### config.mk
export PLATFORM = sky130hd
export DESIGN_NAME = tx_ring_dma
export DESIGN_NICKNAME = d
export VERILOG_FILES = /design/src/rtl/tx_ring_pkg.sv /design/src/rtl/tx_desc_decode.sv /design/src/rtl/tx_byte_lane.sv /design/src/rtl/tx_ring_dma.sv
export SDC_FILE = /design/constraint.sdc
export NUM_CORES = 1
export LEC_CHECK = 0
export ABC_AREA = 1
export BUFFER_PORTS_ARGS = -buffer_cell sky130_fd_sc_hd__buf_2
export CAP_MARGIN = 20
export CORE_ASPECT_RATIO = 1.2
export CORE_MARGIN = 4
export CORE_UTILIZATION = 50
export CTS_CLUSTER_SIZE = 25
export DETAILED_ROUTE_END_ITERATION = 12
export PLACE_DENSITY_LB_ADDON = 0.15
export SLEW_MARGIN = 10
export SYNTH_ARGS = -nofsm -noshare
export SYNTH_HDL_FRONTEND = slang
export SYNTH_SLANG_ARGS = --single-unit
### constraint.sdc
create_clock -name clk_i -period 2.9 [get_ports clk_i]
set_clock_uncertainty 0.1 [all_clocks]
set_input_delay 0.29 -clock clk_i [delete_from_list [all_inputs] [get_ports clk_i]]
set_output_delay 0.29 -clock clk_i [all_outputs]
set_load 0.03 [all_outputs]
### src/rtl/tx_ring_pkg.sv
`timescale 1ns/1ps
package tx_ring_pkg;
  localparam int WORD_W   = 32;
  localparam int LEN_W    = 11;
  localparam int BIT_USED = 31;
  localparam int BIT_WRAP = 30;
  localparam int BIT_UNDR = 28;
  localparam int BIT_EXH  = 27;
  localparam int BIT_EOF  = 15;

  typedef enum logic [3:0] {
    ST_IDLE, ST_RD0, ST_RD1, ST_DEC, ST_DRD, ST_DLAT, ST_DOUT, ST_NEXT, ST_ERR, ST_WB
  } eng_st_e;

  typedef struct packed {
    logic             used;
    logic             wrap;
    logic             eof;
    logic [LEN_W-1:0] len;
  } desc_ctl_t;
endpackage

### src/rtl/tx_desc_decode.sv
`timescale 1ns/1ps
module tx_desc_decode
  import tx_ring_pkg::*;
(
  input  logic [WORD_W-1:0] word_i,
  output desc_ctl_t         ctl_o,
  output logic [WORD_W-1:0] clean_o
);
  always_comb begin
    ctl_o.used = word_i[BIT_USED];
    ctl_o.wrap = word_i[BIT_WRAP];
    ctl_o.eof  = word_i[BIT_EOF];
    ctl_o.len  = word_i[LEN_W-1:0];
    // stale ownership and error bits from an earlier pass are dropped
    clean_o = word_i;
    clean_o[BIT_USED] = 1'b0;
    clean_o[BIT_UNDR] = 1'b0;
    clean_o[BIT_EXH]  = 1'b0;
  end
endmodule

### src/rtl/tx_byte_lane.sv
`timescale 1ns/1ps
module tx_byte_lane #(
  parameter int WORD_W = 32,
  localparam int NB     = WORD_W / 8,
  localparam int LANE_W = $clog2(NB)
) (
  input  logic              clk_i,
  input  logic              rst_ni,
  input  logic              load_i,
  input  logic [WORD_W-1:0] word_i,
  input  logic [LANE_W-1:0] lane_i,
  output logic [7:0]        byte_o
);
  logic [WORD_W-1:0] word_q;
  logic [7:0]        lanes [NB];

  always_ff @(posedge clk_i or negedge rst_ni) begin
    if (!rst_ni)     word_q <= '0;
    else if (load_i) word_q <= word_i;
  end

  for (genvar g = 0; g < NB; g++) begin : g_lane
    assign lanes[g] = word_q[g*8 +: 8];
  end

  assign byte_o = lanes[lane_i];
endmodule

### src/rtl/tx_ring_dma.sv
`timescale 1ns/1ps
module tx_ring_dma
  import tx_ring_pkg::*;
#(
  parameter int AW = 32
) (
  input  logic              clk_i,
  input  logic              rst_ni,
  input  logic              ctrl_en_i,
  input  logic              start_i,
  input  logic [AW-1:0]     qbase_i,
  output logic              mem_rd_o,
  output logic              mem_wr_o,
  output logic [AW-1:0]     mem_addr_o,
  output logic [WORD_W-1:0] mem_wdata_o,
  input  logic [WORD_W-1:0] mem_rdata_i,
  output logic              tx_valid_o,
  output logic [7:0]        tx_data_o,
  output logic              tx_last_o,
  output logic              tx_err_o,
  input  logic              tx_ready_i,
  output logic              busy_o,
  output logic              frame_done_o,
  output logic              exhausted_o,
  output logic              underrun_o
);
  localparam int NB         = WORD_W / 8;
  localparam int LANE_W     = $clog2(NB);
  localparam int DESC_BYTES = 2 * NB;

  eng_st_e           state_q;
  logic [AW-1:0]     ptr_q, first_ptr_q, buf_q;
  logic [WORD_W-1:0] first_w1_q, wb_q;
  logic [LEN_W-1:0]  rem_q;
  logic              eof_q, wrap_q, in_frame_q, exh_q, und_q, done_q;

  desc_ctl_t         dec;
  logic [WORD_W-1:0] dec_clean;
  logic [7:0]        lane_byte;
  logic [AW-1:0]     next_ptr;
  logic              rd_c, wr_c, v_c, l_c, e_c;
  logic [AW-1:0]     a_c;
  logic [WORD_W-1:0] wd_c;

  tx_desc_decode u_dec (
    .word_i (mem_rdata_i),
    .ctl_o  (dec),
    .clean_o(dec_clean)
  );

  tx_byte_lane #(.WORD_W(WORD_W)) u_lane (
    .clk_i (clk_i),
    .rst_ni(rst_ni),
    .load_i(state_q == ST_DLAT),
    .word_i(mem_rdata_i),
    .lane_i(buf_q[LANE_W-1:0]),
    .byte_o(lane_byte)
  );

  assign next_ptr = wrap_q ? qbase_i : ptr_q + AW'(DESC_BYTES);

  always_comb begin
    rd_c = 1'b0; wr_c = 1'b0; a_c = '0; wd_c = '0;
    v_c  = 1'b0; l_c  = 1'b0; e_c = 1'b0;
    case (state_q)
      ST_RD0:  begin rd_c = 1'b1; a_c = ptr_q; end
      ST_RD1:  begin rd_c = 1'b1; a_c = ptr_q + AW'(NB); end
      ST_DRD:  begin rd_c = 1'b1; a_c = {buf_q[AW-1:LANE_W], {LANE_W{1'b0}}}; end
      ST_DOUT: begin v_c = tx_ready_i; l_c = eof_q && (rem_q == LEN_W'(1)); end
      ST_ERR:  begin v_c = 1'b1; l_c = 1'b1; e_c = 1'b1; end
      ST_WB:   begin wr_c = 1'b1; a_c = first_ptr_q + AW'(NB); wd_c = wb_q; end
      default: ;
    endcase
  end

  // everything at the edge is held off while transmit is disabled
  assign mem_rd_o     = rd_c && ctrl_en_i;
  assign mem_wr_o     = wr_c && ctrl_en_i;
  assign mem_addr_o   = ctrl_en_i ? a_c : '0;
  assign mem_wdata_o  = ctrl_en_i ? wd_c : '0;
  assign tx_valid_o   = v_c && ctrl_en_i;
  assign tx_last_o    = l_c && tx_valid_o;
  assign tx_err_o     = e_c && tx_valid_o;
  assign tx_data_o    = (tx_valid_o && !e_c) ? lane_byte : 8'h00;
  assign busy_o       = state_q != ST_IDLE;
  assign frame_done_o = done_q;
  assign exhausted_o  = exh_q;
  assign underrun_o   = und_q;

  always_ff @(posedge clk_i or negedge rst_ni) begin
    if (!rst_ni) begin
      state_q     <= ST_IDLE;
      ptr_q       <= '0;
      first_ptr_q <= '0;
      buf_q       <= '0;
      first_w1_q  <= '0;
      wb_q        <= '0;
      rem_q       <= '0;
      eof_q       <= 1'b0;
      wrap_q      <= 1'b0;
      in_frame_q  <= 1'b0;
      exh_q       <= 1'b0;
      und_q       <= 1'b0;
      done_q      <= 1'b0;
    end else begin
      done_q <= 1'b0;
      if (!ctrl_en_i && state_q != ST_IDLE) begin
        state_q    <= ST_IDLE;
        in_frame_q <= 1'b0;
      end else begin
        case (state_q)
          ST_IDLE: if (start_i && ctrl_en_i) begin
            ptr_q      <= qbase_i;
            exh_q      <= 1'b0;
            und_q      <= 1'b0;
            in_frame_q <= 1'b0;
            state_q    <= ST_RD0;
          end
          ST_RD0: state_q <= ST_RD1;
          ST_RD1: begin
            buf_q   <= mem_rdata_i[AW-1:0];
            state_q <= ST_DEC;
          end
          ST_DEC: begin
            if (dec.used) begin
              if (in_frame_q) begin
                exh_q   <= 1'b1;
                wb_q    <= first_w1_q | (WORD_W'(1) << BIT_USED) | (WORD_W'(1) << BIT_EXH);
                state_q <= ST_ERR;
              end else begin
                state_q <= ST_IDLE;
              end
            end else begin
              rem_q  <= dec.len;
              eof_q  <= dec.eof;
              wrap_q <= dec.wrap;
              if (!in_frame_q) begin
                first_ptr_q <= ptr_q;
                first_w1_q  <= dec_clean;
                in_frame_q  <= 1'b1;
              end
              state_q <= (dec.len == '0) ? ST_NEXT : ST_DRD;
            end
          end
          ST_DRD:  state_q <= ST_DLAT;
          ST_DLAT: state_q <= ST_DOUT;
          ST_DOUT: begin
            if (!tx_ready_i) begin
              und_q   <= 1'b1;
              wb_q    <= first_w1_q | (WORD_W'(1) << BIT_USED) | (WORD_W'(1) << BIT_UNDR);
              state_q <= ST_ERR;
            end else begin
              buf_q <= buf_q + AW'(1);
              rem_q <= rem_q - LEN_W'(1);
              if (rem_q == LEN_W'(1))        state_q <= ST_NEXT;
              else if (&buf_q[LANE_W-1:0])   state_q <= ST_DRD;
            end
          end
          ST_NEXT: begin
            if (eof_q) begin
              wb_q    <= first_w1_q | (WORD_W'(1) << BIT_USED);
              state_q <= ST_WB;
            end else begin
              ptr_q   <= next_ptr;
              state_q <= ST_RD0;
            end
          end
          ST_ERR: state_q <= ST_WB;
          ST_WB: begin
            in_frame_q <= 1'b0;
            if (exh_q || und_q) begin
              state_q <= ST_IDLE;
            end else begin
              ptr_q   <= next_ptr;
              done_q  <= 1'b1;
              state_q <= ST_RD0;
            end
          end
          default: state_q <= ST_IDLE;
        endcase
      end
    end
  end

  AST_RD_ALIGNED: assert property (@(posedge clk_i) disable iff (!rst_ni)
    mem_rd_o |-> mem_addr_o[LANE_W-1:0] == '0);
  AST_RDWR_EXCL: assert property (@(posedge clk_i) disable iff (!rst_ni)
    !(mem_rd_o && mem_wr_o));
  AST_BEAT_READY: assert property (@(posedge clk_i) disable iff (!rst_ni)
    (tx_valid_o && !tx_err_o) |-> tx_ready_i);
  AST_ERR_ENDS: assert property (@(posedge clk_i) disable iff (!rst_ni)
    (tx_valid_o && tx_err_o) |-> tx_last_o);
  AST_WB_USED: assert property (@(posedge clk_i) disable iff (!rst_ni)
    mem_wr_o |-> mem_wdata_o[BIT_USED]);
  AST_DONE_AFTER_WR: assert property (@(posedge clk_i) disable iff (!rst_ni)
    frame_done_o |-> $past(mem_wr_o));
  AST_GATED: assert property (@(posedge clk_i) disable iff (!rst_ni)
    !ctrl_en_i |-> !(tx_valid_o || mem_rd_o || mem_wr_o));
  AST_IDLE_QUIET: assert property (@(posedge clk_i) disable iff (!rst_ni)
    !busy_o |-> !(tx_valid_o || mem_rd_o || mem_wr_o));
  AST_EXH_HOLD: assert property (@(posedge clk_i) disable iff (!rst_ni)
    (exhausted_o && (busy_o || !start_i)) |=> exhausted_o);
  AST_UND_HOLD: assert property (@(posedge clk_i) disable iff (!rst_ni)
    (underrun_o && (busy_o || !start_i)) |=> underrun_o);
endmodule

# --- After elaboration in Yosys (flattened, before gate mapping) ---
# Index checks and enable logic that the tools add are counted.
classes:
  bitwise: 4
  muxes: 51
  n_lt_le_gt_ge: 1
  eq_ne: 22
  n_reduce_logical: 34
  add_sub_neg: 5
ops:
  columns: ["op", "count"]
  rows:
  - ["$mux 32", 12]
  - ["$pmux 32 s3", 2]
  - ["$pmux 32 s4", 1]
  - ["$add 32x3->32 const B", 2]
  - ["$pmux 32 s2", 1]
  - ["$pmux 4 s10", 1]
  - ["$add 32x1->32 const B", 1]
  - ["$add 32x4->32 const B", 1]
  - ["$mux 4", 8]
  - ["$mux 8", 3]
  - ["$mux 11", 2]
  - ["$pmux 11 s2", 1]
  - ["$ne 2x2->1 const B", 9]
  - ["$bmux 8 s2", 1]
  - ["$eq 4x3->1 const B", 4]
  - ["$mux 1", 13]
  - ["$reduce_and 4->1", 3]
  - ["$eq 11x1->1 const B", 1]
  - ["$logic_not 11->1", 1]
  - ["$sub 11x1->11 const B", 1]
  - ["$reduce_and 5->1", 2]
  - ["$logic_and 1x1->1", 9]
  - ["$reduce_and 3->1", 3]
  - ["$eq 4x2->1 const B", 2]
  - ["other kinds (19)", 33]
word_totals:
  in_bits: 69
  elab_cells: 131
  output_inout_bits: 81
  ff_bits: 210

# --- Longest topological paths before layout ---
logic_depth:
  word_depth: 6
  ltp_mapped: 16
  depth_no_buf: 15

# --- By module ---
# From an unflattened synthesis, not the netlist that was laid out.
unflattened:
  cells_unflattened: 1900
  hier_area_um2: 13277.7
modules_own_cells:
  columns: ["mod", "area_each_um2", "seq_area_each_um2", "cells_each", "instances"]
  rows:
  - ["tx_ring_dma", 11414.7, 4504.3, 1656, 1]
  - ["tx_byte_lane", 1514.0, 800.8, 197, 1]
  - ["tx_desc_decode", 349.1, 0.0, 47, 1]

# --- Worst setup path before layout ---
# OpenSTA, ideal clock, no wires.
synth_timing:
  path_kind: "register to output"
  startpoint: "register state_q[1]"
  endpoint: "output mem_addr_o[12]"
  arrival_time_ns: 2.308
  stages_incl_launch_ff: 15
  t_required_ns: 2.510
  path_buffers: 1
  path_slack_ns: 0.202
  cell_sequence: "dfrtp_1 -> nor2_4 -> nand2_4 -> buf_6 -> nand2_1 -> nand2_2 -> inv_2 -> ha_1 -> nand2_2 -> nor2_4 -> nand2_2 -> nor2_4 -> xor2_1 -> nand2_1 -> a21oi_1"
synth_via:
  elab_chain_len: 3
  elab_cells_between_ends: 6
  classes_between: "eq/ne (4); mux (2)"
synth_rtl:
  columns: ["item", "line_no", "text"]
  rows:
  - ["from (decl)", "tx_ring_dma.sv:31", "eng_st_e state_q;"]
  - ["from (signal assigned)", "tx_ring_dma.sv:142", "state_q <= (dec.len == '0) ? ST_NEXT : ST_DRD;"]
  - ["$eq 4x4->1, or another cell as far along", "tx_ring_dma.sv:65", "case (state_q)"]
  - ["$pmux 32 s4 (*)", "tx_ring_dma.sv:65", null]
  - ["$mux 32 (*)", "tx_ring_dma.sv:79", "assign mem_addr_o = ctrl_en_i ? a_c : '0;"]
  - ["to (decl)", "tx_ring_dma.sv:14", "output logic [AW-1:0] mem_addr_o,"]
# Every way passes the cells marked *; elsewhere a longest branch is shown, timed or not.

# --- Final worst setup path ---
layout_timing:
  startpoint: "register state_q[2]"
  endpoint: "output mem_addr_o[9]"
# Same word-level chain as after synthesis.

==> impl_metrics.json <==
{
  "place_hpwl_um": 30300,
  "min_path_type": "input pin to flip-flop",
  "wl_um": 43600,
  "p_int_w": 0.00926,
  "syn_inst": 1836,
  "hold_viol": 0,
  "netlist_area_um2": 12900,
  "p_leak_nw": 7.98,
  "synth_flop_cell": "dfrtp_1",
  "crit_fanout": 11,
  "diodes": 0,
  "fin_crit_sh_pct": 110,
  "rsz0062_at_grt": "true",
  "ant_nets": 0,
  "yosysMostFrequentCell": "nand2_1",
  "fin_ws_ns": -0.293,
  "start_util_pct": 50.7,
  "swShare_pct": 45.6,
  "violations": "setup timing",
  "die-area_um2": 28500,
  "portBuffers": 149,
  "synth.area.top_cells": "dfrtp_1 41%, nand2_1 13%, o21ai_0 8.6%",
  "yosysSeqAreaShare_pct": 40.7,
  "syn_nets": 1910,
  "htreeDepth": 1,
  "yosys_warnings": 0,
  "worstMarginPinSlew_ns": 0.762,
  "drt_iter0_markers": 1130,
  "total_power_w": 0.0170,
  "yosysUniqueCellTypes": 48,
  "die_y_um": 184,
  "clk_latency_ns": 0.52,
  "yosys.area.top_type": "dfrtp_1",
  "critPathCaptureType": "primary output",
  "grt_max_degree": 89,
  "ys_async_sr_fraction_pct": 100,
  "ys_seq_elements": 210,
  "placedCellCount": 2284,
  "via_per_inst": 5.60,
  "cts_buffer_depth": 3,
  "crit_path_max_incr_delay_ns": 0.41,
  "die_w_um": 155,
  "p_clk_share_pct": 18.6,
  "drc": 0,
  "antenna_found_initial": 0,
  "instances_no_fill": 2433,
  "track_usage_pct": 29.5,
  "fin_crit_ns": 3.19,
  "cpMaxStageDelayCell": "dfrtp_1",
  "numCtsBuffers": 22,
  "comb_power_share_pct": 49.6,
  "final-setup-viol-count": 27,
  "cts_tree": "built",
  "p_seq_share_pct": 31.9,
  "finish.net_count": 2161,
  "clock-sinks": 210,
  "maxCapViolCount": 0,
  "power.density_nw_per_um2": 1000,
  "num_vias": 13600,
  "path_cells": "nor2_4 > buf_12 > buf_12 > nand3_2 > nand2_4 > nand2_2 > nor2_4 > nand2_2 > buf_4 > nand2_1 > nand3_1 > a31oi_1 > buf_4",
  "status": "finished, violations left",
  "drv_slew": 0,
  "io_pins": 150,
  "vdd_drop_max_uv": 724,
  "core_area_um2": 25500,
  "wire_per_inst_um": 17.9,
  "drive_gt1_share_pct": 24.5,
  "synth_edf_count": 0,
  "p_switching_w": 0.00775,
  "start_kind": "flip-flop",
  "routabilityCongestion": 1.02,
  "synth_area_per_cell_um2": 7.03,
  "grt_overflow": 0,
  "dr.pass1.iters": 6,
  "ys_top_cells_by_count": "456 x nand2_1, 223 x o21ai_0, 215 x inv_1",
  "grt_pass1_wl_um": 68200,
  "slew_headroom_pct": 49.2,
  "cp.required_ns": 2.51,
  "yosysTopAreaCellShare_pct": 40.7,
  "worstPathArrival_ns": 2.80,
  "first_global_vias": 13000,
  "cts_root_buf": "clkbuf_16",
  "critical_path_class": "flip-flop to primary output",
  "area_growth_syn_to_layout_pct": 31.5,
  "clk_pin_slew_worst_paths_ns": 0.06,
  "max_freq_ghz": 0.313,
  "rows": 64
}
==> sequential cells by signal (all words and copies together) (netlist names) <==
name	flops
state_q	4
wb_q	32
rem_q	11
exhausted_o	1
first_w1_q	29
first_ptr_q	32
wrap_q	1
eof_q	1
u_lane.word_q	32
ptr_q	32
buf_q	32
underrun_o	1
in_frame_q	1
frame_done_o	1
==> power by group through the flow <==
stage          sequential, W  clock, W  combinational (W)
2_1_floorplan        0.00507         0            0.00502
3_3_place_gp         0.00536         0            0.00674
3_5_place_dp         0.00540         0            0.00685
4_1_cts              0.00538   0.00322            0.00784
5_1_grt              0.00558   0.00335            0.00925
6_report             0.00542   0.00316            0.00843
==> final timing paths <==
check / startpoint / end / slack (ns) / cells after the start
worst max-delay path: state_q[2] / mem_addr_o[9] / -0.29 / 13
worst min-delay path: mem_rdata_i[19] / first_w1_q[19] / 0.008 / 3
worst max register to register: state_q[2] / ptr_q[26] / 0.15 / 13
worst min register to register: wb_q[31] / wb_q[31] / 0.37 / 2
max in group asynchronous: rst_ni / first_w1_q[25] / 1.56 / 3
min in group asynchronous: rst_ni / rem_q[3] / 0.30 / 2
==> worst max-delay path: cells and delay by family, from the launching register on <==
kind,cells,cell delay [ns]
AO/OA/AOI/OAI,1,0.31
buffers and inverters,4,0.71
AND/OR/NAND/NOR,8,0.85
flip-flops,1,0.41
==> layout make-up <==
| type | count | area, µm² |
|---|---|---|
| Fill cell | 2238 | 8500 |
| Multi-Input combinational cell | 1315 | 7070 |
| Sequential cell | 210 | 5260 |
| Timing Repair Buffer | 306 | 2540 |
| Inverter | 232 | 885 |
| Clock buffer | 30 | 652 |
| Tap cell | 330 | 413 |
| Clock inverter | 10 | 158 |
==> cells by family (layout without fill, tap and decap cells) <==
family,Yosys count,count (layout),synth area share (%)
simple gates,879,880,29.6
mux,2,2,0.165
xor+xnor,36,36,2.44
buf+inv,312,578,9.91
flops,210,210,40.7
fa+ha+maj,5,5,0.485
compound gates,392,392,16.6
==> routing by layer <==
metal	up-vias	GRT usage, %	wire, µm
li1	6480	-	-
met5	-	0	0
met1	6413	37.5	17500
met3	165	3.79	2500
met2	566	50.8	21300
met4	0	12.6	2270
==> through the flow <==
step / utilization, % / cell area (µm²) / hold slack, ns / setup TNS [ns] / worst slack (ns)
after floorplan: - / 12900 / -0.106 / 0 / 0.202
after detailed placement: 55.5 / 14100 / 0.309 / 0 / 0.0896
after CTS: 64.8 / 16500 / 0.000655 / -4.15 / -0.229
after global placement: 55.5 / 14100 / 0.308 / 0 / 0.129
final: 66.6 / 17000 / 0.00805 / -5.84 / -0.293
after global routing: 66.6 / 17000 / 0.0105 / -8.56 / -0.431
==> cell usage in the layout, fill, tap and decap left out, types with 26 or more instances in the layout <==
cell type and instances:
clkbuf_16 26, a21oi_1 46, o21ai_0 218, dlygate4sd3_1 45, buf_2 115, nand2_1 386, o22ai_1 34, inv_1 209
xor2_1 33, dfrtp_1 210, nand2_2 68, buf_4 96, nor2_4 35, nand3_1 93, buf_6 26, nor2_1 166
==> timing repair <==
item / in CTS / in global routing
gates cloned: 6 / 3
buffers inserted: 35 / 20
hold buffers: 45 / 0
pin swaps: 64 / 46
endpoints found under the setup margin: 31 / 79
gates resized for setup: 190 / 80
hold endpoints to repair: 136 / 0
(Power assumes the default switching activity.)
